### src/rtl/cfdma_pkg.sv
package cfdma_pkg;

  localparam int CSR_W = 32;

  localparam logic [2:0] ADR_CFG  = 3'd0;
  localparam logic [2:0] ADR_BASE = 3'd1;
  localparam logic [2:0] ADR_TIM  = 3'd2;
  localparam logic [2:0] ADR_STAT = 3'd3;
  localparam logic [2:0] ADR_IEN  = 3'd4;

  // Timing register layout, MSB first
  typedef struct packed {
    logic [3:0] rq_qual;
    logic [3:0] pause;
    logic [2:0] ack_hold;
    logic [2:0] ack_setup;
    logic [3:0] wr_neg;
    logic [3:0] wr_act;
    logic [3:0] rd_neg;
    logic [3:0] rd_act;
    logic [1:0] mult;
  } timing_t;

  typedef enum logic [3:0] {
    S_IDLE, S_WAIT_RQ, S_MEM_RD, S_SETUP, S_STROBE,
    S_RECOVER, S_MEM_WR, S_HOLD, S_PAUSE
  } seq_state_e;

  // Counter preload for a phase of (f+1)*multiplier clocks
  function automatic logic [7:0] phase_load(input logic [3:0] f, input logic [1:0] enc);
    logic [7:0] m;
    logic [7:0] p;
    case (enc)
      2'd0:    m = 8'd4;
      2'd1:    m = 8'd1;
      2'd2:    m = 8'd2;
      default: m = 8'd8;
    endcase
    p = (8'(f) + 8'd1) * m;
    return p - 8'd1;
  endfunction

  function automatic logic [15:0] byte_exchange(input logic [15:0] w, input logic en);
    return en ? {w[7:0], w[15:8]} : w;
  endfunction

endpackage

### src/rtl/cfdma_regs.sv
module cfdma_regs
  import cfdma_pkg::*;
#(
  parameter int ADDR_W = 16,
  parameter int SIZE_W = 20
) (
  input  logic                clk,
  input  logic                rst,
  input  logic                csr_we,
  input  logic                csr_re,
  input  logic [2:0]          csr_addr,
  input  logic [CSR_W-1:0]    csr_wdata,
  output logic [CSR_W-1:0]    csr_rdata,
  input  logic                word_done,
  input  logic                finish,
  output logic                run,
  output logic                dir,
  output logic                stop_on_drop,
  output logic                swap,
  output timing_t             tim,
  output logic [ADDR_W-1:0]   cur_addr,
  output logic                last_word,
  output logic                irq
);

  localparam int SIZE_LSB = 4;

  logic              en_q, dir_q, stop_q, swap_q, done_q, ien_q, irq_q;
  logic [SIZE_W-1:0] size_q;
  logic [ADDR_W-1:0] addr_q;
  timing_t           tim_q;
  logic [CSR_W-1:0]  rd_mux;

  wire cfg_wr  = csr_we && (csr_addr == ADR_CFG);
  wire base_wr = csr_we && (csr_addr == ADR_BASE);
  wire tim_wr  = csr_we && (csr_addr == ADR_TIM);
  wire stat_wr = csr_we && (csr_addr == ADR_STAT);
  wire ien_wr  = csr_we && (csr_addr == ADR_IEN);

  always_ff @(posedge clk) begin
    if (rst) begin
      en_q   <= 1'b0;
      dir_q  <= 1'b0;
      stop_q <= 1'b0;
      swap_q <= 1'b0;
      size_q <= '1;
    end else if (cfg_wr) begin
      en_q   <= csr_wdata[0];
      dir_q  <= csr_wdata[1];
      stop_q <= csr_wdata[2];
      swap_q <= csr_wdata[3];
      size_q <= csr_wdata[SIZE_LSB +: SIZE_W];
    end else begin
      if (word_done) size_q <= size_q - 1'b1;
      if (finish)    en_q   <= 1'b0;
    end
  end

  always_ff @(posedge clk) begin
    if (rst) begin
      addr_q <= '0;
      tim_q  <= '0;
      done_q <= 1'b0;
      ien_q  <= 1'b0;
      irq_q  <= 1'b0;
    end else begin
      if (base_wr)        addr_q <= csr_wdata[ADDR_W-1:0];
      else if (word_done) addr_q <= addr_q + 1'b1;
      if (tim_wr) tim_q <= timing_t'(csr_wdata);
      if (finish)                       done_q <= 1'b1;
      else if (stat_wr && csr_wdata[0]) done_q <= 1'b0;
      if (ien_wr) ien_q <= csr_wdata[0];
      irq_q <= done_q & ien_q;
    end
  end

  always_comb begin
    rd_mux = '0;
    case (csr_addr)
      ADR_CFG: begin
        rd_mux[0] = en_q;
        rd_mux[1] = dir_q;
        rd_mux[2] = stop_q;
        rd_mux[3] = swap_q;
        rd_mux[SIZE_LSB +: SIZE_W] = size_q;
      end
      ADR_BASE: rd_mux[ADDR_W-1:0] = addr_q;
      ADR_TIM:  rd_mux = CSR_W'(tim_q);
      ADR_STAT: rd_mux[0] = done_q;
      ADR_IEN:  rd_mux[0] = ien_q;
      default:  rd_mux = '0;
    endcase
  end

  always_ff @(posedge clk) begin
    if (rst)         csr_rdata <= '0;
    else if (csr_re) csr_rdata <= rd_mux;
  end

  assign run          = en_q;
  assign dir          = dir_q;
  assign stop_on_drop = stop_q;
  assign swap         = swap_q;
  assign tim          = tim_q;
  assign cur_addr     = addr_q;
  assign last_word    = (size_q == '0);
  assign irq          = irq_q;

  a_r4_finish_sets_done: assert property (@(posedge clk) disable iff (rst)
    (finish && !cfg_wr) |=> (done_q && !en_q));

  a_r2_addr_advance: assert property (@(posedge clk) disable iff (rst)
    (word_done && !base_wr) |=> (addr_q == $past(addr_q) + 1'b1));

  a_r6_irq_gated: assert property (@(posedge clk) disable iff (rst)
    !ien_q |=> !irq_q);

  a_r5_done_sticky: assert property (@(posedge clk) disable iff (rst)
    (done_q && !(stat_wr && csr_wdata[0])) |=> done_q);

endmodule

### src/rtl/cfdma_rq_qual.sv
module cfdma_rq_qual #(
  parameter int RQ_W = 4
) (
  input  logic            clk,
  input  logic            rst,
  input  logic            dmarq_async,
  input  logic [RQ_W-1:0] limit,
  output logic            qualified
);

  logic [1:0]      sync_q;
  logic [RQ_W-1:0] cnt_q;

  always_ff @(posedge clk) begin
    if (rst) begin
      sync_q <= 2'b00;
      cnt_q  <= '0;
    end else begin
      sync_q <= {sync_q[0], dmarq_async};
      if (!sync_q[1])          cnt_q <= '0;
      else if (cnt_q != limit) cnt_q <= cnt_q + 1'b1;
    end
  end

  assign qualified = sync_q[1] && (cnt_q == limit);

  a_r11_needs_history: assert property (@(posedge clk) disable iff (rst)
    (qualified && (limit != '0)) |-> $past(sync_q[1]));

endmodule

### src/rtl/cfdma_seq.sv
module cfdma_seq
  import cfdma_pkg::*;
#(
  parameter int DATA_W = 16
) (
  input  logic              clk,
  input  logic              rst,
  input  logic              run,
  input  logic              dir,
  input  logic              stop_on_drop,
  input  logic              swap,
  input  timing_t           tim,
  input  logic              last_word,
  input  logic              rq_ok,
  input  logic              mem_ack,
  input  logic [DATA_W-1:0] mem_rdata,
  input  logic [DATA_W-1:0] ata_din,
  output logic              mem_req,
  output logic              mem_we,
  output logic [DATA_W-1:0] mem_wdata,
  output logic              dmack,
  output logic              dior_n,
  output logic              diow_n,
  output logic [DATA_W-1:0] ata_dout,
  output logic              ata_doe,
  output logic              word_done,
  output logic              finish
);

  seq_state_e        state_q, state_d;
  logic              term_q, term_d;
  logic [7:0]        cnt_q, load_v;
  logic              tdone, advance;
  logic [DATA_W-1:0] cap_q;

  assign tdone = (cnt_q == 8'd0);

  always_comb begin
    state_d   = state_q;
    term_d    = term_q;
    word_done = 1'b0;
    finish    = 1'b0;
    advance   = 1'b0;
    case (state_q)
      S_IDLE:    if (run) begin state_d = S_WAIT_RQ; term_d = 1'b0; end
      S_WAIT_RQ: if (rq_ok) state_d = dir ? S_MEM_RD : S_SETUP;
      S_MEM_RD:  if (mem_ack) state_d = S_SETUP;
      S_SETUP:   if (tdone) state_d = S_STROBE;
      S_STROBE:  if (tdone) state_d = S_RECOVER;
      S_RECOVER: if (tdone) begin
                   if (dir) advance = 1'b1;
                   else     state_d = S_MEM_WR;
                 end
      S_MEM_WR:  if (mem_ack) advance = 1'b1;
      S_HOLD:    if (tdone) state_d = S_PAUSE;
      S_PAUSE:   if (tdone) begin
                   if (term_q) begin finish = 1'b1; state_d = S_IDLE; end
                   else state_d = S_WAIT_RQ;
                 end
      default:   state_d = S_IDLE;
    endcase
    if (advance) begin
      word_done = 1'b1;
      if (last_word) begin
        state_d = S_HOLD;
        term_d  = 1'b1;
      end else if (rq_ok) begin
        state_d = dir ? S_MEM_RD : S_STROBE;
      end else begin
        state_d = S_HOLD;
        term_d  = stop_on_drop;
      end
    end
    if (!run && state_q != S_IDLE) begin
      state_d   = S_IDLE;
      word_done = 1'b0;
      finish    = 1'b0;
    end
  end

  always_comb begin
    case (state_d)
      S_SETUP:   load_v = phase_load({1'b0, tim.ack_setup}, tim.mult);
      S_STROBE:  load_v = phase_load(dir ? tim.wr_act : tim.rd_act, tim.mult);
      S_RECOVER: load_v = phase_load(dir ? tim.wr_neg : tim.rd_neg, tim.mult);
      S_HOLD:    load_v = phase_load({1'b0, tim.ack_hold}, tim.mult);
      S_PAUSE:   load_v = phase_load(tim.pause, tim.mult);
      default:   load_v = 8'd0;
    endcase
  end

  always_ff @(posedge clk) begin
    if (rst) begin
      state_q <= S_IDLE;
      term_q  <= 1'b0;
      cnt_q   <= 8'd0;
    end else begin
      state_q <= state_d;
      term_q  <= term_d;
      if (state_d != state_q) cnt_q <= load_v;
      else if (!tdone)        cnt_q <= cnt_q - 8'd1;
    end
  end

  // Registered bus-side outputs follow the next state
  always_ff @(posedge clk) begin
    if (rst) begin
      dmack   <= 1'b0;
      dior_n  <= 1'b1;
      diow_n  <= 1'b1;
      ata_doe <= 1'b0;
      mem_req <= 1'b0;
      mem_we  <= 1'b0;
    end else begin
      dmack   <= (state_d == S_SETUP) || (state_d == S_STROBE) || (state_d == S_RECOVER) ||
                 (state_d == S_MEM_WR) || (state_d == S_HOLD);
      dior_n  <= !((state_d == S_STROBE) && !dir);
      diow_n  <= !((state_d == S_STROBE) && dir);
      ata_doe <= dir && ((state_d == S_SETUP) || (state_d == S_STROBE) || (state_d == S_RECOVER));
      mem_req <= (state_d == S_MEM_RD) || (state_d == S_MEM_WR);
      mem_we  <= (state_d == S_MEM_WR);
    end
  end

  always_ff @(posedge clk) begin
    if (rst) begin
      cap_q    <= '0;
      ata_dout <= '0;
    end else begin
      if (state_q == S_STROBE && tdone && !dir) cap_q <= byte_exchange(ata_din, swap);
      if (state_q == S_MEM_RD && mem_ack)       ata_dout <= byte_exchange(mem_rdata, swap);
    end
  end

  assign mem_wdata = cap_q;

  a_r13_ack_covers_strobe: assert property (@(posedge clk) disable iff (rst)
    (!dior_n || !diow_n) |-> dmack);

  a_r3_single_strobe: assert property (@(posedge clk) disable iff (rst)
    !(!dior_n && !diow_n));

  a_r3_drive_during_write: assert property (@(posedge clk) disable iff (rst)
    !diow_n |-> ata_doe);

  a_r8_wait_for_request: assert property (@(posedge clk) disable iff (rst)
    (state_q == S_WAIT_RQ && !rq_ok) |=> (state_q != S_SETUP && state_q != S_MEM_RD));

  a_r12_halt_quiet: assert property (@(posedge clk) disable iff (rst)
    (!run && state_q != S_IDLE) |=> (!dmack ##1 (dior_n && diow_n && !dmack)));

endmodule

### src/rtl/cfdma_engine.sv
module cfdma_engine
  import cfdma_pkg::*;
#(
  parameter int ADDR_W = 16,
  parameter int SIZE_W = 20
) (
  input  logic              clk,
  input  logic              rst,
  input  logic              csr_we,
  input  logic              csr_re,
  input  logic [2:0]        csr_addr,
  input  logic [31:0]       csr_wdata,
  output logic [31:0]       csr_rdata,
  output logic              irq,
  output logic              mem_req,
  output logic              mem_we,
  output logic [ADDR_W-1:0] mem_addr,
  output logic [15:0]       mem_wdata,
  input  logic [15:0]       mem_rdata,
  input  logic              mem_ack,
  input  logic              dmarq,
  output logic              dmack,
  output logic              dior_n,
  output logic              diow_n,
  input  logic [15:0]       ata_din,
  output logic [15:0]       ata_dout,
  output logic              ata_doe
);

  localparam int DATA_W = 16;
  localparam int RQ_W   = 4;

  logic    run, dir, stop_on_drop, swap, last_word, rq_ok, word_done, finish;
  timing_t tim;

  cfdma_regs #(.ADDR_W(ADDR_W), .SIZE_W(SIZE_W)) u_regs (
    .clk(clk), .rst(rst),
    .csr_we(csr_we), .csr_re(csr_re), .csr_addr(csr_addr),
    .csr_wdata(csr_wdata), .csr_rdata(csr_rdata),
    .word_done(word_done), .finish(finish),
    .run(run), .dir(dir), .stop_on_drop(stop_on_drop), .swap(swap),
    .tim(tim), .cur_addr(mem_addr), .last_word(last_word), .irq(irq)
  );

  cfdma_rq_qual #(.RQ_W(RQ_W)) u_rq (
    .clk(clk), .rst(rst), .dmarq_async(dmarq),
    .limit(tim.rq_qual), .qualified(rq_ok)
  );

  cfdma_seq #(.DATA_W(DATA_W)) u_seq (
    .clk(clk), .rst(rst),
    .run(run), .dir(dir), .stop_on_drop(stop_on_drop), .swap(swap),
    .tim(tim), .last_word(last_word), .rq_ok(rq_ok),
    .mem_ack(mem_ack), .mem_rdata(mem_rdata), .ata_din(ata_din),
    .mem_req(mem_req), .mem_we(mem_we), .mem_wdata(mem_wdata),
    .dmack(dmack), .dior_n(dior_n), .diow_n(diow_n),
    .ata_dout(ata_dout), .ata_doe(ata_doe),
    .word_done(word_done), .finish(finish)
  );

endmodule

### config.mk
export PLATFORM = sky130hd
export DESIGN_NAME = cfdma_engine
export DESIGN_NICKNAME = d
export VERILOG_FILES = /design/src/rtl/cfdma_pkg.sv /design/src/rtl/cfdma_regs.sv /design/src/rtl/cfdma_rq_qual.sv /design/src/rtl/cfdma_seq.sv /design/src/rtl/cfdma_engine.sv
export SDC_FILE = /design/constraint.sdc
export NUM_CORES = 1
export LEC_CHECK = 0
export ABC_AREA = 1
export BUFFER_PORTS_ARGS = -buffer_cell sky130_fd_sc_hd__buf_4
export CAP_MARGIN = 20
export CORE_AREA = 2 2 151 153
export CTS_CLUSTER_SIZE = 28
export DETAILED_ROUTE_END_ITERATION = 8
export DIE_AREA = 0 0 153 155
export GPL_ROUTABILITY_DRIVEN = 0
export GPL_TIMING_DRIVEN = 0
export PLACE_DENSITY_LB_ADDON = 0.3
export SYNTH_ARGS = -nofsm -noshare
export SYNTH_HDL_FRONTEND = slang
export SYNTH_SLANG_ARGS = --single-unit
### constraint.sdc
create_clock -name clk -period 4.3 [get_ports clk]
set_clock_uncertainty 0.2 [all_clocks]
set_input_delay 0.86 -clock clk [delete_from_list [all_inputs] [get_ports clk]]
set_output_delay 0.86 -clock clk [all_outputs]
set_load 0.02 [all_outputs]
==> reports/qor.csv, run 1 <==
stage,metric,value,unit
detailed_routing,ant_nets,0,
outcome,violations,setup timing,
global_routing,antenna_found_initial,0,
detailed_routing,drtPass1Iterations,6,
logic_synthesis,netlist_area,11500,sq um
sta,hold_viol_final,0,
detailed_routing,vias,12200,
final_layout,antennaDiodeCount,0,
sta,rsz0062_at_grt,yes,
detailed_routing,vias_per_cell,5.72,
global_routing,grt_pass1_vias,11500,
floorplanning,core,22200,sq um
floorplanning,fp.dieW,153,microns
logic_synthesis,synth_fp_nets,1827,
job,maxCapViolations,0,
global_routing,grt_start_max_net_pins,18,
clock_network,clock_latency,0.45,ns
final_layout,layout_common_cells,"369 x nand2_1, 224 x inv_1, 187 x buf_4",
power,fin_total_pwr,4.38,mW
sta,setup_viol,1,
logic_synthesis,syn_area_per_cell,7.04,sq um
global_routing,grt_pass1_wl,57500,microns
global_routing,grt.total_usage,30.0,%
critical_path,worstPathArrival,4.54,ns
power,p_leak,6.49,nW
logic_synthesis,ys_types,56,
floorplanning,fp.dieH,155,microns
critical_path,crit_top_cell,nand2_2,
sta,fmax,226,MHz
floorplanning,rows,55,
logic_synthesis,synth_area_leaders,"dfxtp_1 29%, nand2_1 13%, ha_1 9.0%, inv_1 7.9%, fa_1 6.4%",
placed_design,dp_hpwl,27400,microns
logic_synthesis,synth_edf_count,0,
clock_network,clk_pin_slew,0.07,ns
floorplanning,die_area,23700,sq um
clock_network,numCtsBuffers,17,
logic_synthesis,yosysWarnings,0,
final_layout,final_common_cell,nand2_1,
critical_path,start_kind,flop,
logic_synthesis,yosysTopAreaCellShare,28.5,%
logic_synthesis,ys_seq_area_share,28.5,%
power,p_per_area,304,nW/um^2
sta,layout_setup_ws,-0.123,ns
critical_path,critPathRequiredTime,4.42,ns
logic_synthesis,syn_inst,1634,
final_layout,utilization,64.9,%
placed_design,io_buffer_count,158,
logic_synthesis,synth-seq-cells,164,
final_layout,area_delta_synth_final,25.4,%
clock_network,cts-htree-levels,4,
critical_path,crit_type,reg -> reg,
clock_network,root_buffer,clkbuf_16,
final_layout,drive_gt1_share,20.7,%
sta,maxSlewViolCount,0,
sta,fin_tns_setup,-0.123,ns
critical_path,max_stage_delay,0.57,ns
detailed_routing,routed_wl,37300,microns
clock_network,clock-sinks,164,
min_path,hold_class,reg -> reg,
sta,worstMarginPinSlew,0.993,ns
critical_path,worst-path-buf-inv,6,
final_layout,layout.nets,2032,
detailed_routing,drcViolationCount,0,
outcome,outcome,"complete, but fails checks",
power,ir_drop,0.303,mV
sta,fin_crit_sh,103,%
critical_path,cp_slowest_cell,fa_1,
critical_path,crit_fanout,5,
logic_synthesis,synth-main-ff-cell,dfxtp_1,
clock_network,clock_path_buffers,2,
detailed_routing,drtIter0Drc,1155,
floorplanning,start_util,51.7,%
logic_synthesis,synthArstFlopShare,0,%
global_routing,grt-ovfl-total,0,
sta,hold_slack,0.205,ns
clock_network,cts_tree,built,
logic_synthesis,yosysTopAreaCell,dfxtp_1,
sta,slew_headroom,33.3,%
detailed_routing,wl_per_cell,17.4,microns
critical_path,endpoint_kind,flop,
critical_path,cp_top_family,adder cells,
sta,period_minus_slack,4.42,ns
floorplanning,pin_count,160,
through the flow:
step	instances	worst slack, ns	cell area (sq um)
after floorplan	1634	0.00777	11500
after global placement	2077	-0.569	13100
after detailed placement	2077	-0.604	13100
after CTS	2125	-0.00161	14000
after global routing	2137	-0.258	14400
final	2137	-0.123	14400
sequential cells by signal, indices dropped and copies added, names as in the netlist, 2 cells and up:
register and cells:
u_regs.csr_rdata 32, u_regs.tim 32, u_regs.size_q 20, u_regs.cur_addr 16, u_seq.ata_dout 16, u_seq.mem_wdata 16
u_seq.cnt_q 8, u_rq.cnt_q 4, u_seq.state_q 4, u_rq.sync_q 2
where the power goes:
part	leakage (nW)	switching, mW	internal (mW)	total (mW)
Sequential	1.34	0.0516	1.58	1.64
Combinational	4.86	0.693	0.469	1.16
Clock	0.289	0.742	0.843	1.58
Total	6.49	1.49	2.90	4.38
path summary, 6_finish.rpt:
check,start,to,slack (ns),cells after the start
hold / removal,u_rq.sync_q[0],u_rq.sync_q[1],0.20,2
setup / recovery,u_regs.dir,u_seq.cnt_q[7],-0.12,26
hold reg to reg,u_rq.sync_q[0],u_rq.sync_q[1],0.20,2
setup reg to reg,u_regs.dir,u_seq.cnt_q[7],-0.12,26
cell families after synthesis:
logic type / after synthesis / share of synthesized area (%)
buffers and inverters: 324 / 10.7
AOI/OAI and AO/OA: 325 / 16.7
adders and majority gates: 120 / 15.5
DFF: 164 / 28.5
and+or+nand+nor: 641 / 23.6
xor gates and xnor gates: 60 / 4.92
worst register-to-register path, stage by stage, from the launching register on:
cell	delay, ns
dfxtp_4	0.39
buf_16	0.15
o21ai_4	0.19
ha_4	0.16
or2_4	0.12
nand2_4	0.06
inv_4	0.06
nand2_2	0.05
fa_1	0.56
inv_2	0.06
ha_4	0.26
inv_2	0.03
fa_1	0.57
inv_2	0.06
ha_4	0.23
nand3_2	0.07
nand2_2	0.07
nand2_1	0.07
nand2_1	0.07
a21oi_2	0.21
xnor3_1	0.28
nand2_2	0.09
nand2_2	0.06
inv_2	0.06
nand2_2	0.06
nand2_2	0.06
a21oi_2	0.05
per-layer routing:
metal	global-route usage, %	up-vias	share of wire, %	wire, microns
met5	0	-	0	0
met4	13.9	0	4.9	1810
met3	5.04	145	9.1	3400
met2	50.3	679	47	17400
met1	38.1	5698	39	14700
li1	-	5705	-	-
area by class of cell:
cell class                      instances  area [sq um]
Buffer                                 62           288
Timing Repair Buffer                  188          1440
Fill cell                            1905          7800
Multi-Input combinational cell       1146          7470
Inverter                              260           983
Sequential cell                       164          3290
Tap cell                              285           357
Clock inverter                         14           159
Clock buffer                           18           439
synthesized netlist by cell type (all sizes together) (2+ instances only):
cell and number:
nand3 59, o2111ai 14, nand4 15, o311ai 2, o21ai 120, a21o 4, a31oi 23, fa 37
xor2 39, inv 256, ha 83, a21oi 111, dfxtp 164, a211oi 16, xnor2 20, or2 8
clkinv 4, o211ai 12, clkbuf 53, nor2 135, buf 11, nand2 401, o221ai 18, nor3 19
repair_timing:
action	CTS	global route
gates cloned	1	0
endpoints found under the setup margin	5	4
pin swaps	34	54
gates resized for setup	67	82
hold buffers	0	0
setup buffers	16	14
(Power assumes the default switching activity.)
==> run 2: changes to the inputs <==
Settings changed: CORE_AREA 2 2 151 153 to 2 2 141 143, DIE_AREA 0 0 153 155 to 0 0 143 145, SETUP_SLACK_MARGIN set to 0.1.
Clock period 4.3 ns to 5.35 ns, I/O delays scaled along.
==> reports/qor.csv, run 2 (synthesis results as in run 1) <==
stage,metric,value,unit,change
floorplanning,pin_count,160,,unchanged
critical_path,start_kind,flop,,unchanged
global_routing,grt-ovfl-total,0,,unchanged
floorplanning,rows,51,,was 55
detailed_routing,wl_per_cell,16.9,microns,was 17.4 microns
critical_path,worstPathArrival,5.17,ns,was 4.54 ns
sta,period_minus_slack,5.05,ns,was 4.42 ns
sta,setup_viol,0,,was 1
floorplanning,die_area,20700,sq um,was 23700 sq um
final_layout,seqCellArea,3280,sq um,was 3290 sq um
clock_network,cts_resized,0,,was 67
final_layout,area_delta_synth_final,18.6,%,was 25.4%
clock_network,clk_pin_slew,0.07,ns,about the same
floorplanning,start_util,59.9,%,was 51.7%
sta,maxSlewViolCount,0,,unchanged
global_routing,antenna_found_initial,0,,unchanged
placed_design,dp_hpwl,26900,microns,was 27400 microns
detailed_routing,vias,11900,,was 12200
critical_path,r2r_slack,0.30,ns,was -0.12 ns
critical_path,worstReg2RegStart,u_regs.tim[1],,was u_regs.dir
outcome,outcome,finished clean,,"was complete, but fails checks"
critical_path,critPathCapture,u_seq.cnt_q[7],,unchanged
sta,layout_setup_ws,0.297,ns,was -0.123 ns
clock_network,cts_setup_buffers,0,,was 16
critical_path,rr_worst_depth,23,,was 26
detailed_routing,routed_wl,35300,microns,was 37300 microns
global_routing,grt_pass1_wl,57200,microns,was 57500 microns
placed_design,dp_slack,0.389,ns,was -0.604 ns
sta,hold_viol_final,0,,unchanged
sta,slew_headroom,30.7,%,was 33.3%
critical_path,worstSetupStartpoint,u_regs.tim[1],,was u_regs.dir
final_layout,fill_cells,1582,,was 1905
floorplanning,core,19200,sq um,was 22200 sq um
power,p_leak,6.21,nW,was 6.49 nW
sta,fin_tns_setup,0,ns,was -0.123 ns
final_layout,antennaDiodeCount,0,,unchanged
final_layout,drive_gt1_share,13.9,%,was 20.7%
sta,hold_slack,0.216,ns,was 0.205 ns
min_path,hold_class,reg -> reg,,unchanged
clock_network,cts_hold_buf,0,,unchanged
detailed_routing,drtIter0Drc,1124,,was 1155
power,fin_total_pwr,3.42,mW,was 4.38 mW
sta,rsz0062_at_grt,no,,was yes
detailed_routing,drtPass1Iterations,6,,unchanged
clock_network,numCtsBuffers,17,,unchanged
critical_path,critPathRequiredTime,5.47,ns,was 4.42 ns
final_layout,utilization,71.0,%,was 64.9%
power,ir_drop,0.234,mV,was 0.303 mV
clock_network,cts-htree-levels,4,,unchanged
final_layout,layout.nets,2004,,was 2032
job,maxCapViolations,0,,unchanged
final_layout,multiInputGateArea,6990,sq um,was 7470 sq um
power,p_per_area,251,nW/um^2,was 304 nW/um^2
global_routing,grt.total_usage,34.2,%,was 30.0%
detailed_routing,vias_per_cell,5.70,,was 5.72
detailed_routing,drcViolationCount,0,,unchanged
sta,fmax,198,MHz,was 226 MHz
detailed_routing,ant_nets,0,,unchanged
sta,fin_crit_sh,94.5,%,was 103%
global_routing,grt_pass1_vias,11900,,was 11500
critical_path,endpoint_kind,flop,,unchanged
global_routing,grt_start_max_net_pins,18,,unchanged
final_layout,layout_common_cells,"391 x nand2_1, 243 x inv_1, 164 x dfxtp_1",,"was 369 x nand2_1, 224 x inv_1, 187 x buf_4"
placed_design,io_buffer_count,158,,unchanged
sta,worstMarginPinSlew,1.03,ns,was 0.993 ns
critical_path,r2r_end,u_seq.cnt_q[7],,unchanged
clock_network,clock-sinks,164,,unchanged
floorplanning,fp.dieH,145,microns,was 155 microns
clock_network,clock_path_buffers,2,,unchanged
clock_network,clock_latency,0.44,ns,was 0.45 ns
critical_path,crit_fanout,10,,was 5
floorplanning,fp.dieW,143,microns,was 153 microns
clock_network,root_buffer,clkbuf_16,,unchanged
critical_path,crit_type,reg -> reg,,unchanged
final_layout,final_common_cell,nand2_1,,unchanged
clock_network,cts_tree,built,,unchanged
-- run 2: cell types whose count changed in the layout (fill, tap and decap cells not counted), sizes merged --
cell / change
buf: -30
bufinv: +1
clkbuf: +1
clkinv: +3
clkinvlp: -2
inv: -1
-- run 2: worst min path at each step --
stage               depth (start not counted)            from        endpoint
detailed placement                          2  u_rq.sync_q[0]  u_rq.sync_q[1]
global route                                2  u_rq.sync_q[0]  u_rq.sync_q[1]
floorplan                                   2  u_rq.sync_q[0]  u_rq.sync_q[1]
finish                                      2  u_rq.sync_q[0]  u_rq.sync_q[1]
global placement                            2  u_rq.sync_q[0]  u_rq.sync_q[1]
CTS                                         2  u_rq.sync_q[0]  u_rq.sync_q[1]
-- run 2: metal layers --
metal / up-vias / global-route usage, % / wire [microns]
li1: 5641 / - / -
met1: 5503 / 42.3 / 13900
met2: 638 / 56.1 / 16500
met3: 134 / 6.77 / 3260
met4: 0 / 17.5 / 1640
met5: - / 0 / 0
-- run 2: stage by stage --
step,instance area (sq um),std cells
after global placement,13000,2057
after CTS,13600,2089
after global routing,13600,2089
final,13600,2089
after floorplan,11500,1634
after detailed placement,13000,2057
-- run 2: layout make-up --
class | count | area share [%]
timing repair buffer | 158 | 8.70
inverter | 260 | 7.16
clock inverter | 15 | 1.36
tap | 265 | 2.43
clock buffer | 17 | 3.12
sequential | 164 | 24.1
buffer | 64 | 1.91
multi-input combinational | 1146 | 51.3
-- run 2: power breakdown --
group          internal (mW)  switching (mW)  total, mW
clock                  0.710           0.569       1.28
sequential              1.27          0.0397       1.31
combinational          0.316           0.515      0.831
total                   2.30            1.12       3.42
-- run 2: worst max-delay path, cell delays in order (launching register included) --
cell and delay, ns:
dfxtp_1 0.36, inv_1 0.10, nor2_1 0.60, clkbuf_1 0.57, nand2_1 0.17, fa_1 0.55
inv_1 0.04, ha_1 0.27, inv_1 0.05, fa_1 0.58, inv_1 0.07, ha_1 0.28
nand3_1 0.10, nand2_1 0.08, nand2_1 0.07, nand2_1 0.06, a21oi_1 0.07, or2_2 0.30
nand3_1 0.08, nand2_1 0.05, inv_1 0.07, nand2_1 0.07, nand2_1 0.08, a21oi_2 0.05
